==> src/rtl/gshut_pkg.sv <==
package gshut_pkg;
    typedef enum logic [2:0] {
        PH_IDLE  = 3'd0,
        PH_RESET = 3'd1,
        PH_INTEG = 3'd2,
        PH_STOP  = 3'd3,
        PH_READY = 3'd4
    } phase_e;
endpackage

==> src/rtl/gshut_tick_gen.sv <==
module gshut_tick_gen #(
    parameter int GRAN_W = 2
) (
    input  logic              clk,
    input  logic              rst_n,
    input  logic [GRAN_W-1:0] gran_i,
    output logic              tick_o
);
    localparam int DIV_W = (1 << GRAN_W) - 1;

    logic [DIV_W-1:0] cnt_q;
    logic [DIV_W-1:0] lim;

    // thermometer limit: 2^gran - 1
    always_comb begin
        lim = '0;
        for (int i = 0; i < DIV_W; i++) begin
            lim[i] = (i < int'(gran_i));
        end
    end

    assign tick_o = (cnt_q >= lim);

    always_ff @(posedge clk) begin
        if (!rst_n) begin
            cnt_q <= '0;
        end else if (tick_o) begin
            cnt_q <= '0;
        end else begin
            cnt_q <= cnt_q + DIV_W'(1);
        end
    end

    // undivided setting ticks every cycle
    a_r2_full_rate: assert property (@(posedge clk) disable iff (!rst_n)
        (gran_i == '0) |-> tick_o);

    // a divided tick never repeats on the next cycle at a fixed setting
    a_r2_single_cycle: assert property (@(posedge clk) disable iff (!rst_n)
        (tick_o && gran_i != '0) |=> (!tick_o || gran_i != $past(gran_i)));
endmodule

==> src/rtl/gshut_phase_fsm.sv <==
module gshut_phase_fsm
    import gshut_pkg::*;
#(
    parameter int RST_TICKS  = 4,
    parameter int STOP_TICKS = 2
) (
    input  logic   clk,
    input  logic   rst_n,
    input  logic   tick_i,
    input  logic   start_i,
    input  logic   stop_i,
    output phase_e phase_o,
    output logic   enter_o,
    output logic   run_o
);
    localparam int MAXT      = (RST_TICKS > STOP_TICKS) ? RST_TICKS : STOP_TICKS;
    localparam int SUB_W     = $clog2(MAXT + 1);
    localparam int RST_LAST  = RST_TICKS - 1;
    localparam int STOP_LAST = STOP_TICKS - 1;

    phase_e           ph_q, ph_d;
    logic [SUB_W-1:0] sub_q, sub_d;
    logic             sarm_q, sarm_d;
    logic             parm_q, parm_d;
    logic             adv;

    assign adv = tick_i && !start_i && !stop_i;

    // next state
    always_comb begin
        ph_d   = ph_q;
        sub_d  = sub_q;
        sarm_d = sarm_q || (start_i && ph_q == PH_IDLE);
        parm_d = parm_q || (stop_i && (ph_q == PH_RESET || ph_q == PH_INTEG));
        if (adv) begin
            unique case (ph_q)
                PH_IDLE: begin
                    if (sarm_q) begin
                        ph_d   = PH_RESET;
                        sub_d  = '0;
                        sarm_d = 1'b0;
                    end
                end
                PH_RESET: begin
                    if (sub_q == SUB_W'(RST_LAST)) begin
                        sub_d = '0;
                        if (parm_q) begin
                            ph_d   = PH_STOP;
                            parm_d = 1'b0;
                        end else begin
                            ph_d = PH_INTEG;
                        end
                    end else begin
                        sub_d = sub_q + SUB_W'(1);
                    end
                end
                PH_INTEG: begin
                    if (parm_q) begin
                        ph_d   = PH_STOP;
                        sub_d  = '0;
                        parm_d = 1'b0;
                    end
                end
                PH_STOP: begin
                    if (sub_q == SUB_W'(STOP_LAST)) begin
                        ph_d  = PH_READY;
                        sub_d = '0;
                    end else begin
                        sub_d = sub_q + SUB_W'(1);
                    end
                end
                PH_READY: begin
                    ph_d = PH_IDLE;
                end
                default: begin
                    ph_d = PH_IDLE;
                end
            endcase
        end
    end

    // state register
    always_ff @(posedge clk) begin
        if (!rst_n) begin
            ph_q   <= PH_IDLE;
            sub_q  <= '0;
            sarm_q <= 1'b0;
            parm_q <= 1'b0;
        end else begin
            ph_q   <= ph_d;
            sub_q  <= sub_d;
            sarm_q <= sarm_d;
            parm_q <= parm_d;
        end
    end

    // outputs
    always_comb begin
        phase_o = ph_q;
        enter_o = adv && ph_q == PH_IDLE && sarm_q;
        run_o   = adv && (ph_q == PH_RESET || ph_q == PH_INTEG);
    end

    // a held strobe freezes the sequencer
    a_r3_freeze: assert property (@(posedge clk) disable iff (!rst_n)
        (start_i || stop_i) |=> (ph_q == $past(ph_q) && sub_q == $past(sub_q)));

    // reset only leaves toward integrate or stop
    a_r9_reset_exit: assert property (@(posedge clk) disable iff (!rst_n)
        (ph_q == PH_RESET) |=> (ph_q inside {PH_RESET, PH_INTEG, PH_STOP}));

    // a start during integrate never re-enters reset
    a_r10_no_restart: assert property (@(posedge clk) disable iff (!rst_n)
        (ph_q == PH_INTEG) |=> (ph_q inside {PH_INTEG, PH_STOP}));

    // readable only returns to idle
    a_r8_ready_exit: assert property (@(posedge clk) disable iff (!rst_n)
        (ph_q == PH_READY) |=> (ph_q inside {PH_READY, PH_IDLE}));
endmodule

==> src/rtl/gshut_int_counter.sv <==
module gshut_int_counter #(
    parameter int CNT_W = 16
) (
    input  logic             clk,
    input  logic             rst_n,
    input  logic             tick_i,
    input  logic             enter_i,
    input  logic             run_i,
    input  logic [CNT_W-1:0] limit_i,
    output logic             timeout_o
);
    logic [CNT_W-1:0] cnt_q;
    logic [CNT_W-1:0] nxt;
    logic             bump;
    logic             hit;
    logic             to_q;

    assign bump = run_i && !(&cnt_q);
    assign nxt  = enter_i ? CNT_W'(1) : cnt_q + CNT_W'(1);
    assign hit  = (enter_i || bump) && (nxt == limit_i) && (limit_i != '0);

    always_ff @(posedge clk) begin
        if (!rst_n) begin
            cnt_q <= '0;
            to_q  <= 1'b0;
        end else begin
            if (enter_i || bump) begin
                cnt_q <= nxt;
            end
            if (hit) begin
                to_q <= 1'b1;
            end else if (tick_i) begin
                to_q <= 1'b0;
            end
        end
    end

    assign timeout_o = to_q;

    // the pulse ends at the next granulated tick
    a_r7_timeout_one: assert property (@(posedge clk) disable iff (!rst_n)
        (to_q && tick_i) |=> !to_q);

    // a zero exposure value never raises a timeout
    a_r6_zero_silent: assert property (@(posedge clk) disable iff (!rst_n)
        (!to_q && limit_i == '0) |=> !to_q);

    // the count never moves backward while running
    a_r6_monotonic: assert property (@(posedge clk) disable iff (!rst_n)
        (run_i && !enter_i) |=> (cnt_q >= $past(cnt_q)));
endmodule

==> src/rtl/gshut_sequencer.sv <==
module gshut_sequencer
    import gshut_pkg::*;
#(
    parameter int GRAN_W     = 2,
    parameter int CNT_W      = 16,
    parameter int RST_TICKS  = 4,
    parameter int STOP_TICKS = 2
) (
    input  logic              clk,
    input  logic              rst_n,
    input  logic              start_i,
    input  logic              stop_i,
    input  logic [GRAN_W-1:0] gran_i,
    input  logic [CNT_W-1:0]  int_time_i,
    output logic [2:0]        phase_o,
    output logic              timeout_o,
    output logic              tick_o
);
    logic   tick;
    logic   enter;
    logic   run;
    phase_e phase;

    gshut_tick_gen #(.GRAN_W(GRAN_W)) u_tick (
        .clk    (clk),
        .rst_n  (rst_n),
        .gran_i (gran_i),
        .tick_o (tick)
    );

    gshut_phase_fsm #(.RST_TICKS(RST_TICKS), .STOP_TICKS(STOP_TICKS)) u_fsm (
        .clk     (clk),
        .rst_n   (rst_n),
        .tick_i  (tick),
        .start_i (start_i),
        .stop_i  (stop_i),
        .phase_o (phase),
        .enter_o (enter),
        .run_o   (run)
    );

    gshut_int_counter #(.CNT_W(CNT_W)) u_cnt (
        .clk       (clk),
        .rst_n     (rst_n),
        .tick_i    (tick),
        .enter_i   (enter),
        .run_i     (run),
        .limit_i   (int_time_i),
        .timeout_o (timeout_o)
    );

    assign phase_o = phase;
    assign tick_o  = tick;

    // reset is only entered from idle
    a_r4_entry: assert property (@(posedge clk) disable iff (!rst_n)
        (phase != PH_IDLE && phase != PH_RESET) |=> (phase != PH_RESET));
endmodule

==> config.mk <==
export PLATFORM = sky130hd
export DESIGN_NAME = gshut_sequencer
export DESIGN_NICKNAME = d
export VERILOG_FILES = /design/src/rtl/gshut_pkg.sv /design/src/rtl/gshut_tick_gen.sv /design/src/rtl/gshut_phase_fsm.sv /design/src/rtl/gshut_int_counter.sv /design/src/rtl/gshut_sequencer.sv
export SDC_FILE = /design/constraint.sdc
export NUM_CORES = 1
export LEC_CHECK = 0
export CAP_MARGIN = 40
export CORE_ASPECT_RATIO = 1.4
export CORE_MARGIN = 3
export CORE_UTILIZATION = 58
export DETAILED_ROUTE_END_ITERATION = 16
export DONT_BUFFER_PORTS = 1
export GPL_TIMING_DRIVEN = 0
export PLACE_DENSITY = 0.8
export SLEW_MARGIN = 10
export SYNTH_ARGS = -nofsm -noshare
export SYNTH_HDL_FRONTEND = slang
export SYNTH_SLANG_ARGS = --single-unit
export TNS_END_PERCENT = 5
==> constraint.sdc <==
create_clock -name clk -period 7.1 [get_ports clk]
set_input_delay 0.355 -clock clk [delete_from_list [all_inputs] [get_ports clk]]
set_output_delay 0.355 -clock clk [all_outputs]
set_load 0.1 [all_outputs]
==> impl_metrics.yaml <==
timing:
  maxSlewHeadroom: 0.579
  slew_violations: 0
  period_needed_ns: 2.99
  layout_setup_ws_ns: 4.11
  max_freq_ghz: 0.334
  setup_tns_ns: 0
  skew_ns: 0.00411
  setup_violations: 0
  tightest_slew_ns: 0.626
  finalHoldViolations: 0
  fin_crit_sh: 0.421
  rsz0062_at_grt: "false"
yosys:
  yosys.area.top_type: "dfxtp_1"
  syn_nets: 282
  ys_top_cells_by_area: "dfxtp_1 28%, xnor2_1 9.9%, nor2_1 5.7%"
  async_reset_ff_frac: 0
  yosys_most_used_dff: "dfxtp_1"
  yosys-top-cells-count: "31 x nor2_1, 28 x dfxtp_1, 23 x xnor2_1"
  yosysMostFrequentCell: "nor2_1"
  ys_seq_area_frac: 0.277
  synth_top_area_share: 0.277
  synth_cell_types: 60
  syn_area_per_cell_um2: 8.07
  netlist_instances: 251
  syn_area_um2: 2030
  ys_ff_latch: 28
  ys_warn_count: 0
  synth-edff-count: 0
global_routing:
  grt_pass1_wl_um: 7970
  globalRoute.totalOverflow: 0
  grt_pass1_vias: 1792
  antenna_found_initial: 0
  grt.total_usage: 0.229
  grt_max_degree: 16
cells_and_area:
  fillCellCount: 270
  area_growth_pct: 9.45
  diodes: 0
  regArea_um2: 561
  nets: 292
  stdcell_area_um2: 2220
  drive_gt1_frac: 0.104
  multi_input_area_um2: 1350
placed_design:
  postPlaceCellArea_um2: 2160
  preCtsSetupSlack_ns: 4.10
  port_buffers: 0
  place_congestion: 0.880
  hpwlAfterDp_um: 3680
clocking:
  cts_max_level: 1
  tritoncts: "done"
  cts_buffers: 3
  root_buffer: "clkbuf_8"
  clockBufferDepth: 2
  clkSlewWorstSetupHoldPaths_ns: 0.09
  cts_resized: 0
  clk-insertion-delay-late_ns: 0.28
  hold_buffers: 0
  clkSinkCount: 28
  post_cts_buffers: 0
power:
  power_leakage_uw: 0.000759
  sw_frac_of_total: 0.302
  power_density_nw_per_um2: 158
  p_total_uw: 350
  power_switching_uw: 106
  intPower_uw: 244
  share_comb_of_total_power: 0.242
  seq_power_share: 0.475
  max-vdd-ir-drop_v: 0.000161
  clockPowerShare: 0.282
drt:
  drc: 0
  totalWireLength_um: 4630
  wl_per_cell_um: 15.5
  via_count: 1773
  vias_per_cell: 5.93
  drt-initial-drc-count: 120
  drtAntennaViolNets: 0
  firstDrtPassIters: 4
status:
  outcome: "finished clean"
floorplanning:
  die-area_um2: 4250
  ios: 27
  num_rows: 24
  start_util: 0.625
  core_area_um2: 3240
  fp.dieW_um: 55.9
  die_h_um: 75.9
min_path:
  holdCritPathClass: "in -> reg"
worst_setup_path:
  crit_type: "reg -> reg"
  end_kind: "flip-flop"
  cp_max_fo: 10
  startpoint_type: "flip-flop"
  critPathRequiredTime_ns: 7.26
  cp.arrival_ns: 3.15
run:
  max_cap_violations: 0
[final timing paths]
| check | start | endpoint | slack [ns] | cells after the start |
|---|---|---|---|---|
| min | start_i | u_fsm.sarm_q | 0.22 | 2 |
| max | u_cnt.cnt_q[0] | u_cnt.cnt_q[9] | 4.11 | 10 |
| max reg2reg | u_cnt.cnt_q[0] | u_cnt.cnt_q[9] | 4.11 | 10 |
| min reg2reg | u_tick.cnt_q[0] | u_tick.cnt_q[0] | 0.45 | 1 |
[power by group through the flow]
stage | clock network [µW] | registers (µW) | logic, µW
after floorplan | 0 | 171 | 55.4
after global placement | 0 | 172 | 63.0
after detailed placement | 0 | 170 | 84.9
after CTS | 101 | 167 | 85.2
after global routing | 107 | 167 | 92.5
final | 98.9 | 166 | 84.8
[final cells by class]
| cell class | count | area share |
|---|---|---|
| flip-flops and latches | 28 | 0.253 |
| clock buffers | 4 | 0.0248 |
| well taps | 39 | 0.0220 |
| inverters | 13 | 0.0220 |
| multi-input cells | 198 | 0.608 |
| plain buffers | 12 | 0.0305 |
| repair buffers | 5 | 0.0395 |
[routing by layer]
layer  global-route usage  share of wire  up-vias  wire (µm)
li1                     -              -      902          -
met1                0.255           0.39      794       1780
met2                0.400           0.50       62       2320
met3               0.0680          0.088       15        407
met4               0.0950          0.027        0        123
met5                    0              0        -          0
[stage by stage]
| stage | util | hold WS [ns] | cells |
|---|---|---|---|
| detailed placement | 0.667 | 0.434 | 295 |
| CTS | 0.684 | 0.219 | 299 |
| global placement | 0.640 | 0.434 | 290 |
| finish | 0.684 | 0.220 | 299 |
| global route | 0.684 | 0.223 | 299 |
| floorplan | - | 0.417 | 251 |
[registers in the layout, summed over array words and instances (netlist names)]
name and count:
u_cnt.cnt_q 16, u_fsm.phase_o 3, u_fsm.sub_q 3, u_tick.cnt_q 3
u_cnt.timeout_o 1, u_fsm.parm_q 1, u_fsm.sarm_q 1
[placed cells by master (no fill, tap or decap), types with 2 or more instances in the layout]
master / instances
nand2b_1: 6
a31oi_1: 2
nor3b_1: 2
and3_1: 3
a21boi_0: 4
or3_1: 3
buf_8: 4
or4_1: 3
clkbuf_8: 4
a21oi_1: 10
nor3_1: 12
a211o_1: 2
nand4_1: 5
nand3_1: 6
clkbuf_1: 6
o211ai_1: 2
buf_6: 2
nor2b_1: 8
inv_1: 12
nor4_1: 3
nor2_1: 31
xnor2_1: 23
a221oi_1: 2
ha_1: 9
nand2_1: 18
o21a_1: 2
o2bb2ai_1: 2
xor2_1: 4
dfxtp_1: 28
buf_2: 2
mux2i_1: 6
or2_2: 3
[cell families after synthesis]
group,after synthesis,synth area share
AO/OA/AOI/OAI,42,0.154
multiplexers,7,0.0352
adder cells (fa/ha/maj),9,0.0556
AND/OR/NAND/NOR,112,0.296
flip-flops,28,0.277
XOR/XNOR,28,0.125
buffers and inverters,25,0.0574
[critical path, stage by stage, from the launching register on]
cell      delay (ns)
dfxtp_1         0.51
ha_1            0.29
nand4_1         0.21
nor3_1          0.59
and3_1          0.28
or2_2           0.11
clkbuf_1        0.28
buf_2           0.30
nor3_1          0.10
xnor2_1         0.16
nor2_1          0.05
Note: power is estimated with default switching activity, not from simulation.
